## src/rtl/keymap_pkg.sv

```systemverilog
package keymap_pkg;

   typedef enum logic [3:0] {
      ST_IDLE,
      ST_DEVADR,
      ST_DEVACK,
      ST_PTR,
      ST_PTRACK,
      ST_WDATA,
      ST_WACK,
      ST_RDATA,
      ST_RACK
   } xfer_state_t;

   localparam logic [7:0] ID_BYTE  = 8'h2E;
   localparam int         SIG_BASE = 4;
   localparam int         CFG_BASE = 32;

endpackage

```

## src/rtl/i2c_line_sync.sv

```systemverilog
module i2c_line_sync #(
   parameter int STAGES = 2
) (
   input  logic clk,
   input  logic rst_n,
   input  logic scl_i,
   input  logic sda_i,
   output logic sda_o,
   output logic rise_o,
   output logic fall_o,
   output logic start_o,
   output logic stop_o
);
   if (STAGES < 2) begin : g_bad_depth
      $error("i2c_line_sync: STAGES must be at least 2");
   end

   logic [STAGES-1:0] scl_ff, sda_ff;
   logic              scl_d, sda_d;
   logic              scl_s, sda_s;

   always_ff @(posedge clk or negedge rst_n) begin
      if (!rst_n) begin
         scl_ff <= '1;
         sda_ff <= '1;
         scl_d  <= 1'b1;
         sda_d  <= 1'b1;
      end else begin
         scl_ff <= {scl_ff[STAGES-2:0], scl_i};
         sda_ff <= {sda_ff[STAGES-2:0], sda_i};
         scl_d  <= scl_s;
         sda_d  <= sda_s;
      end
   end

   assign scl_s   = scl_ff[STAGES-1];
   assign sda_s   = sda_ff[STAGES-1];
   assign sda_o   = sda_s;
   assign rise_o  = scl_s & ~scl_d;
   assign fall_o  = ~scl_s & scl_d;
   assign start_o = scl_s & scl_d & sda_d & ~sda_s;
   assign stop_o  = scl_s & scl_d & ~sda_d & sda_s;
endmodule

```

## src/rtl/i2c_target_fsm.sv

```systemverilog
module i2c_target_fsm
   import keymap_pkg::*;
#(
   parameter logic [6:0] DEV_ADDR = 7'h1B
) (
   input  logic       clk,
   input  logic       rst_n,
   input  logic       ev_rise_i,
   input  logic       ev_fall_i,
   input  logic       ev_start_i,
   input  logic       ev_stop_i,
   input  logic       sda_i,
   input  logic       busy_i,
   input  logic [7:0] rd_data_i,
   output logic [7:0] rd_addr_o,
   output logic       rd_stb_o,
   output logic       wr_stb_o,
   output logic [7:0] wr_addr_o,
   output logic [7:0] wr_data_o,
   output logic       sda_low_o
);
   xfer_state_t state;
   logic [3:0]  bitcnt;
   logic [7:0]  shreg, ptr_q, last_q;
   logic        is_rd_q, addr_ok_q, mack_q;

   always_comb begin
      rd_addr_o = (state == ST_DEVACK) ? last_q : ptr_q;
      rd_stb_o  = ev_fall_i && !ev_start_i && !ev_stop_i &&
                  ((state == ST_DEVACK && is_rd_q) || (state == ST_RACK && mack_q));
   end

   always_ff @(posedge clk or negedge rst_n) begin
      if (!rst_n) begin
         state     <= ST_IDLE;
         bitcnt    <= '0;
         shreg     <= '0;
         ptr_q     <= '0;
         last_q    <= '0;
         is_rd_q   <= 1'b0;
         addr_ok_q <= 1'b0;
         mack_q    <= 1'b0;
         sda_low_o <= 1'b0;
         wr_stb_o  <= 1'b0;
         wr_addr_o <= '0;
         wr_data_o <= '0;
      end else begin
         wr_stb_o <= 1'b0;
         if (ev_stop_i) begin
            state     <= ST_IDLE;
            sda_low_o <= 1'b0;
         end else if (ev_start_i) begin
            state     <= ST_DEVADR;
            bitcnt    <= '0;
            sda_low_o <= 1'b0;
         end else if (rd_stb_o) begin
            shreg     <= rd_data_i;
            sda_low_o <= !rd_data_i[7];
            ptr_q     <= rd_addr_o + 8'd1;
            bitcnt    <= '0;
            state     <= ST_RDATA;
         end else begin
            case (state)
               ST_DEVADR, ST_PTR, ST_WDATA: begin
                  if (ev_rise_i) begin
                     shreg  <= {shreg[6:0], sda_i};
                     bitcnt <= bitcnt + 4'd1;
                  end else if (ev_fall_i && bitcnt == 4'd8) begin
                     bitcnt <= '0;
                     if (state == ST_DEVADR) begin
                        if (shreg[7:1] == DEV_ADDR && !busy_i) begin
                           sda_low_o <= 1'b1;
                           is_rd_q   <= shreg[0];
                           state     <= ST_DEVACK;
                        end else begin
                           state <= ST_IDLE;
                        end
                     end else if (state == ST_PTR) begin
                        ptr_q     <= shreg;
                        last_q    <= shreg;
                        addr_ok_q <= !shreg[7];
                        sda_low_o <= !shreg[7];
                        state     <= ST_PTRACK;
                     end else begin
                        if (addr_ok_q) begin
                           sda_low_o <= 1'b1;
                           wr_stb_o  <= 1'b1;
                           wr_addr_o <= ptr_q;
                           wr_data_o <= shreg;
                           ptr_q     <= ptr_q + 8'd1;
                        end
                        state <= ST_WACK;
                     end
                  end
               end
               ST_DEVACK: if (ev_fall_i) begin
                  sda_low_o <= 1'b0;
                  bitcnt    <= '0;
                  state     <= ST_PTR;
               end
               ST_PTRACK, ST_WACK: if (ev_fall_i) begin
                  sda_low_o <= 1'b0;
                  bitcnt    <= '0;
                  state     <= ST_WDATA;
               end
               ST_RDATA: if (ev_fall_i) begin
                  if (bitcnt == 4'd7) begin
                     sda_low_o <= 1'b0;
                     bitcnt    <= '0;
                     state     <= ST_RACK;
                  end else begin
                     shreg     <= {shreg[6:0], 1'b0};
                     sda_low_o <= !shreg[6];
                     bitcnt    <= bitcnt + 4'd1;
                  end
               end
               ST_RACK: begin
                  if (ev_rise_i)      mack_q <= !sda_i;
                  else if (ev_fall_i) state  <= ST_IDLE;
               end
               default: state <= ST_IDLE;
            endcase
         end
      end
   end
endmodule

```

## src/rtl/keymap_regs.sv

```systemverilog
module keymap_regs
   import keymap_pkg::*;
#(
   parameter int         NKEYS       = 7,
   parameter logic [7:0] FW_VER      = 8'h15,
   parameter int         BOOT_CYCLES = 1_500_000,
   parameter int         CHG_CYCLES  = 5_000_000,
   localparam int        REF_BASE    = SIG_BASE + 2*NKEYS,
   localparam int        CFG_N       = 3*NKEYS + 3,
   localparam int        CAL_ADDR    = CFG_BASE + CFG_N,
   localparam int        RST_ADDR    = CAL_ADDR + 1,
   localparam int        IW          = $clog2(CFG_N),
   localparam int        CW          = $clog2(CHG_CYCLES + 1)
) (
   input  logic                   clk,
   input  logic                   rst_n,
   input  logic [7:0]             det_i,
   input  logic [NKEYS-1:0]       key_i,
   input  logic [16*NKEYS-1:0]    sig_i,
   input  logic [16*NKEYS-1:0]    ref_i,
   input  logic [7:0]             rd_addr_i,
   input  logic                   rd_stb_i,
   input  logic                   wr_stb_i,
   input  logic [7:0]             wr_addr_i,
   input  logic [7:0]             wr_data_i,
   output logic [7:0]             rd_data_o,
   output logic [8*CFG_N-1:0]     cfg_o,
   output logic                   cal_o,
   output logic                   rst_o,
   output logic                   chg_n_o,
   output logic                   busy_o
);
   if (NKEYS < 1 || NKEYS > 7) begin : g_bad_keys
      $error("keymap_regs: NKEYS must be 1..7");
   end
   if (REF_BASE + 2*NKEYS > CFG_BASE) begin : g_bad_map
      $error("keymap_regs: value area overlaps settings");
   end
   if (CHG_CYCLES <= BOOT_CYCLES || BOOT_CYCLES < 1) begin : g_bad_timing
      $error("keymap_regs: need 0 < BOOT_CYCLES < CHG_CYCLES");
   end

   logic [7:0]  cfg_q [CFG_N];
   logic [7:0]  key_byte;
   logic [15:0] stat, stat_q, snap_q;
   logic [CW-1:0] cnt_q;
   logic        pend_q, wr_cfg, rd_cfg, stat_rd, chg_set, chg_clr;

   for (genvar i = 0; i < CFG_N; i++) begin : g_cfg_out
      assign cfg_o[8*i +: 8] = cfg_q[i];
   end

   assign key_byte = {{(8-NKEYS){1'b0}}, key_i};
   assign stat     = {det_i, key_byte};
   assign wr_cfg   = wr_stb_i && wr_addr_i >= 8'(CFG_BASE) && wr_addr_i < 8'(CAL_ADDR);
   assign rd_cfg   = rd_addr_i >= 8'(CFG_BASE) && rd_addr_i < 8'(CAL_ADDR);

   always_ff @(posedge clk or negedge rst_n) begin
      if (!rst_n) begin
         for (int i = 0; i < CFG_N; i++) cfg_q[i] <= '0;
         cal_o <= 1'b0;
         rst_o <= 1'b0;
      end else begin
         if (wr_cfg) cfg_q[IW'(wr_addr_i - 8'(CFG_BASE))] <= wr_data_i;
         cal_o <= wr_stb_i && wr_addr_i == 8'(CAL_ADDR) && |wr_data_i;
         rst_o <= wr_stb_i && wr_addr_i == 8'(RST_ADDR) && |wr_data_i;
      end
   end

   always_comb begin
      rd_data_o = '0;
      if (rd_addr_i == 8'd0) rd_data_o = ID_BYTE;
      if (rd_addr_i == 8'd1) rd_data_o = FW_VER;
      if (rd_addr_i == 8'd2) rd_data_o = det_i;
      if (rd_addr_i == 8'd3) rd_data_o = key_byte;
      for (int k = 0; k < NKEYS; k++) begin
         if (rd_addr_i == 8'(SIG_BASE + 2*k))     rd_data_o = sig_i[16*k+8 +: 8];
         if (rd_addr_i == 8'(SIG_BASE + 2*k + 1)) rd_data_o = sig_i[16*k   +: 8];
         if (rd_addr_i == 8'(REF_BASE + 2*k))     rd_data_o = ref_i[16*k+8 +: 8];
         if (rd_addr_i == 8'(REF_BASE + 2*k + 1)) rd_data_o = ref_i[16*k   +: 8];
      end
      if (rd_cfg) rd_data_o = cfg_q[IW'(rd_addr_i - 8'(CFG_BASE))];
   end

   // Previous status sample for change detection; follows the inputs in reset too.
   always_ff @(posedge clk) stat_q <= stat;

   assign stat_rd = rd_stb_i && (rd_addr_i == 8'd2 || rd_addr_i == 8'd3);
   assign chg_set = (stat != stat_q) || (cnt_q == CW'(CHG_CYCLES - 1));
   assign chg_clr = stat_rd || (rd_stb_i && stat == snap_q);

   always_ff @(posedge clk or negedge rst_n) begin
      if (!rst_n) begin
         cnt_q  <= '0;
         pend_q <= 1'b0;
         snap_q <= '0;
      end else begin
         if (cnt_q != CW'(CHG_CYCLES)) cnt_q <= cnt_q + 1'b1;
         if (chg_set)      pend_q <= 1'b1;
         else if (chg_clr) pend_q <= 1'b0;
         if (stat_rd) snap_q <= stat;
      end
   end

   assign busy_o  = cnt_q < CW'(BOOT_CYCLES);
   assign chg_n_o = !pend_q;
endmodule

```

## src/rtl/keymap_i2c_target.sv

```systemverilog
module keymap_i2c_target #(
   parameter int         NKEYS       = 7,
   parameter logic [6:0] DEV_ADDR    = 7'h1B,
   parameter logic [7:0] FW_VER      = 8'h15,
   parameter int         BOOT_CYCLES = 1_500_000,
   parameter int         CHG_CYCLES  = 5_000_000,
   parameter int         SYNC_STAGES = 2
) (
   input  logic                        clk,
   input  logic                        rst_n,
   input  logic                        scl_i,
   input  logic                        sda_i,
   output logic                        sda_oe_o,
   output logic                        chg_n_o,
   input  logic [7:0]                  det_status_i,
   input  logic [NKEYS-1:0]            key_status_i,
   input  logic [16*NKEYS-1:0]         key_signal_i,
   input  logic [16*NKEYS-1:0]         key_ref_i,
   output logic [8*(3*NKEYS+3)-1:0]    cfg_o,
   output logic                        cal_pulse_o,
   output logic                        rst_pulse_o
);
   logic       sda_s, ev_rise, ev_fall, ev_start, ev_stop, boot_busy;
   logic [7:0] rd_addr, rd_data, wr_addr, wr_data;
   logic       rd_stb, wr_stb;

   i2c_line_sync #(.STAGES(SYNC_STAGES)) i_sync (
      .clk(clk), .rst_n(rst_n), .scl_i(scl_i), .sda_i(sda_i),
      .sda_o(sda_s), .rise_o(ev_rise), .fall_o(ev_fall),
      .start_o(ev_start), .stop_o(ev_stop)
   );

   i2c_target_fsm #(.DEV_ADDR(DEV_ADDR)) i_fsm (
      .clk(clk), .rst_n(rst_n),
      .ev_rise_i(ev_rise), .ev_fall_i(ev_fall),
      .ev_start_i(ev_start), .ev_stop_i(ev_stop),
      .sda_i(sda_s), .busy_i(boot_busy), .rd_data_i(rd_data),
      .rd_addr_o(rd_addr), .rd_stb_o(rd_stb),
      .wr_stb_o(wr_stb), .wr_addr_o(wr_addr), .wr_data_o(wr_data),
      .sda_low_o(sda_oe_o)
   );

   keymap_regs #(
      .NKEYS(NKEYS), .FW_VER(FW_VER),
      .BOOT_CYCLES(BOOT_CYCLES), .CHG_CYCLES(CHG_CYCLES)
   ) i_regs (
      .clk(clk), .rst_n(rst_n),
      .det_i(det_status_i), .key_i(key_status_i),
      .sig_i(key_signal_i), .ref_i(key_ref_i),
      .rd_addr_i(rd_addr), .rd_stb_i(rd_stb),
      .wr_stb_i(wr_stb), .wr_addr_i(wr_addr), .wr_data_i(wr_data),
      .rd_data_o(rd_data), .cfg_o(cfg_o),
      .cal_o(cal_pulse_o), .rst_o(rst_pulse_o),
      .chg_n_o(chg_n_o), .busy_o(boot_busy)
   );
endmodule

```

## config.mk

```make
export PLATFORM = sky130hd
export DESIGN_NAME = keymap_i2c_target
export DESIGN_NICKNAME = d
export VERILOG_FILES = /design/src/rtl/keymap_pkg.sv /design/src/rtl/i2c_line_sync.sv /design/src/rtl/i2c_target_fsm.sv /design/src/rtl/keymap_regs.sv /design/src/rtl/keymap_i2c_target.sv
export SDC_FILE = /design/constraint.sdc
export NUM_CORES = 1
export LEC_CHECK = 0
export BUFFER_PORTS_ARGS = -buffer_cell sky130_fd_sc_hd__buf_2
export CAP_MARGIN = 15
export CELL_PAD_IN_SITES_DETAIL_PLACEMENT = 1
export CELL_PAD_IN_SITES_GLOBAL_PLACEMENT = 2
export CORE_MARGIN = 2
export CORE_UTILIZATION = 33
export DETAILED_ROUTE_END_ITERATION = 8
export GPL_TIMING_DRIVEN = 0
export PLACE_DENSITY_LB_ADDON = 0.2
export SYNTH_ARGS = -nofsm -noshare
export SYNTH_HDL_FRONTEND = slang
export SYNTH_SLANG_ARGS = --single-unit
```

## constraint.sdc

```tcl
create_clock -name clk -period 4.7 [get_ports clk]
set_clock_uncertainty 0.2 [all_clocks]
set_input_delay 0.235 -clock clk [delete_from_list [all_inputs] [get_ports clk]]
set_output_delay 0.235 -clock clk [all_outputs]
set_load 0.01 [all_outputs]
```

==> results.ini, run 1 <==
[placement]
dp_slack_ns=-1.209
place_congestion=0.9682
portBuffers=438
dp_hpwl_um=74160

[cts]
clockBufferDepth=3
clk_latency_ns=0.53
htree_levels=2
cts_buffers=36
cts_root_buf=clkbuf_16
cts_tree=done
cts.clk_slew.worst_paths_ns=0.06
cts_sinks=307

[routing]
met2WireLength_um=46700
highest_layer=met5
vias_per_cell=5.978
antenna_left=0
wl_per_cell_um=31.42
drt_iter0_markers=1244
remaining_drc_errors=0
drt-pass1-iter-count=5
vias=18260
wirelength_um=95950
dr_wl_met3_um=6256
drt-met1-wl_um=38930

[worst_setup_path]
worst_setup_path_end_kind=register
required_ns=4.94
crit_chain=nor4b_4 -> buf_4 -> buf_4 -> mux2i_2 -> clkbuf_1 -> clkbuf_1 -> nand2_1 -> a311oi_1 -> o31ai_1 -> a21oi_1 -> o21ai_0 -> a21oi_1
worstSetupPathType=reg2reg
worst-path-max-fanout=10
crit_path_max_incr_delay_ns=0.68
worstSetupStartpointType=register
crit_arrival_ns=4.93
crit_path_top_delay_cell=clkbuf_1

[die]
rows=85
die_h_um=237.6
io_pins=439
die_x_um=237.6
initial_core_util=0.3339
dieArea_sq_um=56440
core-area_sq_um=53920

[logic_synthesis]
syn_nets=2050
syn_inst=1802
avgSynthCellArea_sq_um=9.991
ys_seq_area_frac=0.4230
yosys_register_bits=307
synth_area_leaders=dfrtp_1 40%, mux2_2 14%, nand2_1 4.8%, nor2_1 2.2%, a21oi_1 2.0%
ys.flop_type=dfrtp_1
async_flop_share=0.9511
yosysTopAreaCellShare=0.3975
netlist_area_sq_um=18000
yosysWarnings=0
synth_cell_types=90
synth_edf_count=0
yosysTopAreaCell=dfrtp_1

[timing]
rsz0062_at_grt=false
max_slew.worst_pin.slew_ns=1.191
holdWs_ns=0.03055
max_slew_margin=0.2030
layout_setup_ws_ns=0.01752
fin_crit_sh=0.9963
drv_slew=0
fmax_mhz=213.6
finalHoldViolations=0
final.setup.tns_ns=0
finalSetupViolations=0
fin_crit_ns=4.682

[global_route]
grt_max_degree=119
grt_use_total=0.3327
grt_pass1_wl_um=137400
grt_pass1_vias=19180
antenna_found_initial=12
grt-ovfl-total=0

[power]
p_leak_nw=10.52
power.density_nw_per_um2=338.0
peakVddDrop_mv=0.3032
totalPowerFinal_mw=7.705

[layout]
nets=2570
n_fill_cell=6228
area_growth_syn_to_layout_pct=26.60
drive_above_1_share=0.3600

[worst_hold_path]
hold_path_class=in2reg

[run_status]
status=finished, final reports clean

[flow_run]
cap_viol_max_count=0

## layer usage
metal  GRT usage  up-vias
met3     0.05412      167
met2      0.5694      785
met5           0        -
met1      0.4171     9416
li1            -     7887
met4      0.1374        2
## where the power goes
part           internal [mW]  switching [mW]
clock network           1.63            1.16
logic                  0.646            1.40
registers               2.72           0.154
total                   5.00            2.71
## path summary, 6_finish.rpt
kind,slack (ns),depth (start not counted),endpoint,startpoint
setup reg to reg,0.02,12,i_fsm.shreg[5],i_fsm.state[3]
hold / removal,0.03,5,i_fsm.shreg[5],key_ref_i[69]
hold reg to reg,0.16,0,i_sync.sda_ff[1],i_sync.sda_ff[0]
setup / recovery,0.02,12,i_fsm.shreg[5],i_fsm.state[3]
max in group asynchronous,3.20,4,i_regs.pend_q,rst_n
min in group asynchronous,0.17,3,i_regs.cfg_o[42],rst_n
## synthesized netlist by cell type, drive strengths merged, types with 8 or more instances
| library cell | n |
|---|---|
| mux4 | 14 |
| and3 | 13 |
| o31ai | 10 |
| a211oi | 22 |
| a2111oi | 8 |
| nor2 | 108 |
| a31oi | 29 |
| a21oi | 73 |
| o22a | 10 |
| or3 | 13 |
| o22ai | 42 |
| clkbuf | 73 |
| nor4 | 29 |
| nand2 | 232 |
| xor2 | 28 |
| o221ai | 31 |
| mux2i | 35 |
| o21ai | 65 |
| nor2b | 14 |
| o32ai | 9 |
| nand4 | 26 |
| nand2b | 14 |
| nand3 | 60 |
| dfrtp | 286 |
| nor3 | 43 |
| inv | 22 |
| xnor2 | 29 |
| buf | 35 |
| a22oi | 13 |
| dfxtp | 15 |
| a221oi | 23 |
| mux2 | 232 |
## layout by cell type, fill, tap and decap left out, types with 15 or more instances in the layout
master / count
a211oi_1: 22
a21oi_1: 73
a221oi_1: 22
a31oi_1: 29
buf_2: 461
clkbuf_1: 76
clkbuf_16: 36
dfrtp_1: 286
dfxtp_1: 15
dlygate4sd3_1: 29
inv_1: 21
mux2_2: 228
mux2i_1: 27
nand2_1: 230
nand3_1: 60
nand4_1: 23
nor2_1: 106
nor3_1: 41
nor4_1: 27
o21ai_0: 55
o221ai_1: 31
o22ai_1: 40
xnor2_1: 29
xor2_1: 28
## final cells by class
type	instances	area [sq um]	share of cell area
multi-input cells	1365	9884	0.4337
flip-flops and latches	307	7615	0.3341
repair buffers	482	2669	0.1171
clock buffers	52	1021	0.04479
well taps	696	870.8	0.03821
plain buffers	108	496.7	0.02179
clock inverters	11	126.4	0.005544
inverters	22	82.58	0.003623
diodes	11	27.53	0.001208
## flip-flops by register name, summed over array words and instances, names as in the netlist, 2 cells and up
name             cells
i_regs.cfg_o       192
i_regs.cnt_q        23
i_regs.snap_q       15
i_regs.stat_q       15
i_fsm.last_q         8
i_fsm.ptr_q          8
i_fsm.shreg          8
i_fsm.wr_addr_o      8
i_fsm.wr_data_o      8
i_fsm.bitcnt         4
i_fsm.state          4
i_sync.scl_ff        2
i_sync.sda_ff        2
## worst max-delay path: cells and delay by family (launching register included)
kind / cells / cell delay, ns
flip-flops: 1 / 0.45
AO/OA/AOI/OAI: 5 / 1.32
AND/OR/NAND/NOR: 2 / 0.38
multiplexers: 1 / 0.54
buffers and inverters: 4 / 1.69
## cell families after synthesis
| group | share of synthesized area |
|---|---|
| buf+inv | 0.03169 |
| simple gates | 0.1662 |
| fa+ha+maj | 0.003475 |
| compound gates | 0.1639 |
| flops | 0.4230 |
| mux | 0.1840 |
| xor+xnor | 0.02773 |
## stage by stage
stage / cells / instance area (sq um) / utilization
final: 3054 / 22790 / 0.4227
after global routing: 3049 / 22780 / 0.4225
after CTS: 3041 / 22720 / 0.4214
after detailed placement: 2946 / 21230 / 0.3937
after global placement: 2936 / 21070 / 0.3907
after floorplan: 1802 / 18000 / -
## repair_timing
item | CTS | global route
hold buffers | 29 | 0
setup buffers | 3 | 0
setup endpoints to repair | 8 | 6
resized for setup | 11 | 9
hold endpoints to repair | 158 | 0
pin swaps | 1 | 0
Note: power is estimated with default switching activity, not from simulation.
==> inputs of run 2 (changes only) <==
- clock period: 4.7 -> 4.5 ns (I/O delays scaled with it)
==> run 2 against run 1 <==
The flow now finishes with violations (setup timing). Total power rose by 4.5%. Non-clock buffer count did not move. Die area did not move. Critical path depth fell by 2. Register-to-register slack got worse by 0.05 ns. Sequential power rose by 5%. Worst hold slack got worse by 0.0062 ns. Global-route usage barely moved. Combinational power rose by 5%. Via count rose by 0.38%.
==> results.ini, run 2 (synthesized netlist as in run 1, its figures left out) <==
[run_status]
status=finished, violations left
violations=setup timing

[global_route]
grt_pass1_wl_um=137700  ; +0.18%
grt_max_degree=119  ; unchanged
antenna_found_initial=12  ; unchanged
grt_use_total=0.3328  ; about the same
grt-ovfl-total=0  ; unchanged
grt_pass1_vias=19170  ; -0.037%

[timing]
rsz0062_at_grt=false
max_slew_margin=0.2071  ; +0.004155
finalSetupViolations=1  ; +1
fin_crit_ns=4.533  ; -0.1494 ns
max_slew.worst_pin.slew_ns=1.185  ; -0.006210 ns
fmax_mhz=220.6  ; +3.3%
fin_crit_sh=1.007  ; +0.01107
drv_slew=0  ; unchanged
layout_setup_ws_ns=-0.03306  ; -0.05058 ns
finalHoldViolations=0  ; unchanged
final.setup.tns_ns=-0.03306  ; -0.03306 ns

[worst_setup_path]
worst-path-max-fanout=10  ; unchanged
required_ns=4.72  ; -0.22 ns
crit_path_top_delay_cell=mux2i_2
crit_path_max_incr_delay_ns=0.65  ; -0.03 ns
worst_setup_path_end_kind=register
path_delay_family=compound AO/OA/AOI/OAI gates
worstSetupPathType=reg2reg
crit_chain=buf_2 -> inv_1 -> mux2i_2 -> clkbuf_2 -> nor2_1 -> a221oi_1 -> nand3_1 -> a211oi_1 -> o21ai_1 -> a21o_1
cp_num_buf_inv=3  ; -1
crit_arrival_ns=4.75  ; -0.18 ns
worstSetupStartpointType=register

[cts]
cts_buffers=36  ; unchanged
cts_sinks=307  ; unchanged
htree_levels=2  ; unchanged
clk_latency_ns=0.53  ; about the same
cts.clk_slew.worst_paths_ns=0.06  ; about the same
cts_tree=done
cts_root_buf=clkbuf_16
clockBufferDepth=3  ; unchanged

[layout]
n_fill_cell=6224  ; -0.064%
fin_util=0.4233  ; +0.0006040
seq_area_sq_um=7615  ; unchanged
mostFrequentLayoutCell=buf_2
postLayoutCellArea_sq_um=22830  ; +0.14%
area_growth_syn_to_layout_pct=26.78
largest_reg_flops=192  ; unchanged
drive_above_1_share=0.3622  ; +0.002130
mostFrequentLayoutCells=459 x buf_2, 286 x dfrtp_1, 229 x nand2_1
multiInputGateArea_sq_um=9907  ; +0.23%
nets=2570  ; unchanged

[placement]
place_congestion=0.9682  ; unchanged
portBuffers=438  ; unchanged
dp_hpwl_um=74160  ; unchanged
place_area_sq_um=21230  ; unchanged

[power]
power.density_nw_per_um2=352.7  ; +4.3%
p_leak_nw=10.54  ; +0.16%
switchingPower_mw=2.826  ; +4.3%
p_clk_frac=0.361  ; about the same
pwr-share-comb=0.265  ; about the same
pwr-share-seq=0.373  ; about the same
peakVddDrop_mv=0.3158  ; +4.2%
p_int_mw=5.225  ; +4.6%
totalPowerFinal_mw=8.051  ; +4.5%
sw_frac_of_total=0.3510  ; -0.0004816

[worst_hold_path]
hold_path_class=in2reg

[die]
die_x_um=237.6  ; unchanged
dieArea_sq_um=56440  ; unchanged
io_pins=439  ; unchanged
core-area_sq_um=53920  ; unchanged
initial_core_util=0.3339  ; unchanged
rows=85  ; unchanged
die_h_um=237.6  ; unchanged

[flow_run]
cap_viol_max_count=0  ; unchanged

[routing]
remaining_drc_errors=0  ; unchanged
vias_per_cell=6.003  ; +0.42%
wirelength_um=95690  ; -0.27%
wl_per_cell_um=31.34  ; -0.23%
antenna_left=0  ; unchanged
drt_iter0_markers=1346  ; +8.2%
vias=18330  ; +0.38%
drt-pass1-iter-count=7  ; +2

## run 2: worst register-to-register path, stage by stage (launching register included)
cell,delay [ns]
dfrtp_1,0.37
buf_2,0.38
inv_1,0.33
mux2i_2,0.65
clkbuf_2,0.50
nor2_1,0.22
a221oi_1,0.53
nand3_1,0.22
a211oi_1,0.60
o21ai_1,0.21
a21o_1,0.22
## run 2: area by class of cell
class	count	area share
Antenna cell	10	0.001096
Buffer	107	0.02187
Clock buffer	52	0.04473
Clock inverter	11	0.005536
Inverter	22	0.003618
Multi-Input combinational cell	1365	0.4340
Sequential cell	307	0.3336
Tap cell	696	0.03815
Timing Repair Buffer	483	0.1174
## run 2: power by group through the flow
| stage | logic, mW | registers (mW) | clock network [mW] |
|---|---|---|---|
| 6_report | 2.14 | 3.01 | 2.91 |
| 5_1_grt | 2.25 | 3.01 | 3.05 |
| 4_1_cts | 2.11 | 3.00 | 2.95 |
| 3_5_place_dp | 2.05 | 3.05 | 0 |
| 3_3_place_gp | 2.00 | 3.05 | 0 |
| 2_1_floorplan | 1.10 | 2.97 | 0 |
## run 2: path summary, 6_finish.rpt
path | startpoint | endpoint | slack [ns] | cells after the start
hold reg to reg | i_sync.sda_ff[0] | i_sync.sda_ff[1] | 0.16 | 0
setup / recovery | i_fsm.ptr_q[4] | i_fsm.shreg[3] | -0.03 | 10
setup reg to reg | i_fsm.ptr_q[4] | i_fsm.shreg[3] | -0.03 | 10
max in group asynchronous | rst_n | i_regs.snap_q[11] | 3.00 | 4
min in group asynchronous | rst_n | i_regs.cfg_o[42] | 0.16 | 3
hold / removal | key_signal_i[85] | i_fsm.shreg[5] | 0.02 | 5
## run 2: stage by stage
step / hold slack (ns) / cells / worst slack (ns)
after global placement: 0.1343 / 2936 / -2.557
final: 0.02435 / 3053 / -0.03306
after global routing: 0.04411 / 3049 / 0.007431
after detailed placement: -0.1618 / 2946 / -1.409
after floorplan: -0.2706 / 1802 / 1.020
after CTS: 0.0007275 / 3042 / 0.03325
## run 2: what timing repair did
item / CTS / global route
gates cloned: 0 / 0
hold buffers: 30 / 0
setup buffers: 3 / 0
pin swaps: 1 / 0
hold endpoints to repair: 158 / 0
gates resized for setup: 20 / 10
setup endpoints to repair: 18 / 6
## run 2: layer usage
metal  wire length, um  vias up  part of all wire  track usage
met5                31        -           0.00032            0
met4              3987        4             0.042       0.1363
met3              5706      161             0.060      0.05551
met2             46510      798              0.49       0.5713
met1             39460     9501              0.41       0.4153
li1                  -     7863                 -            -
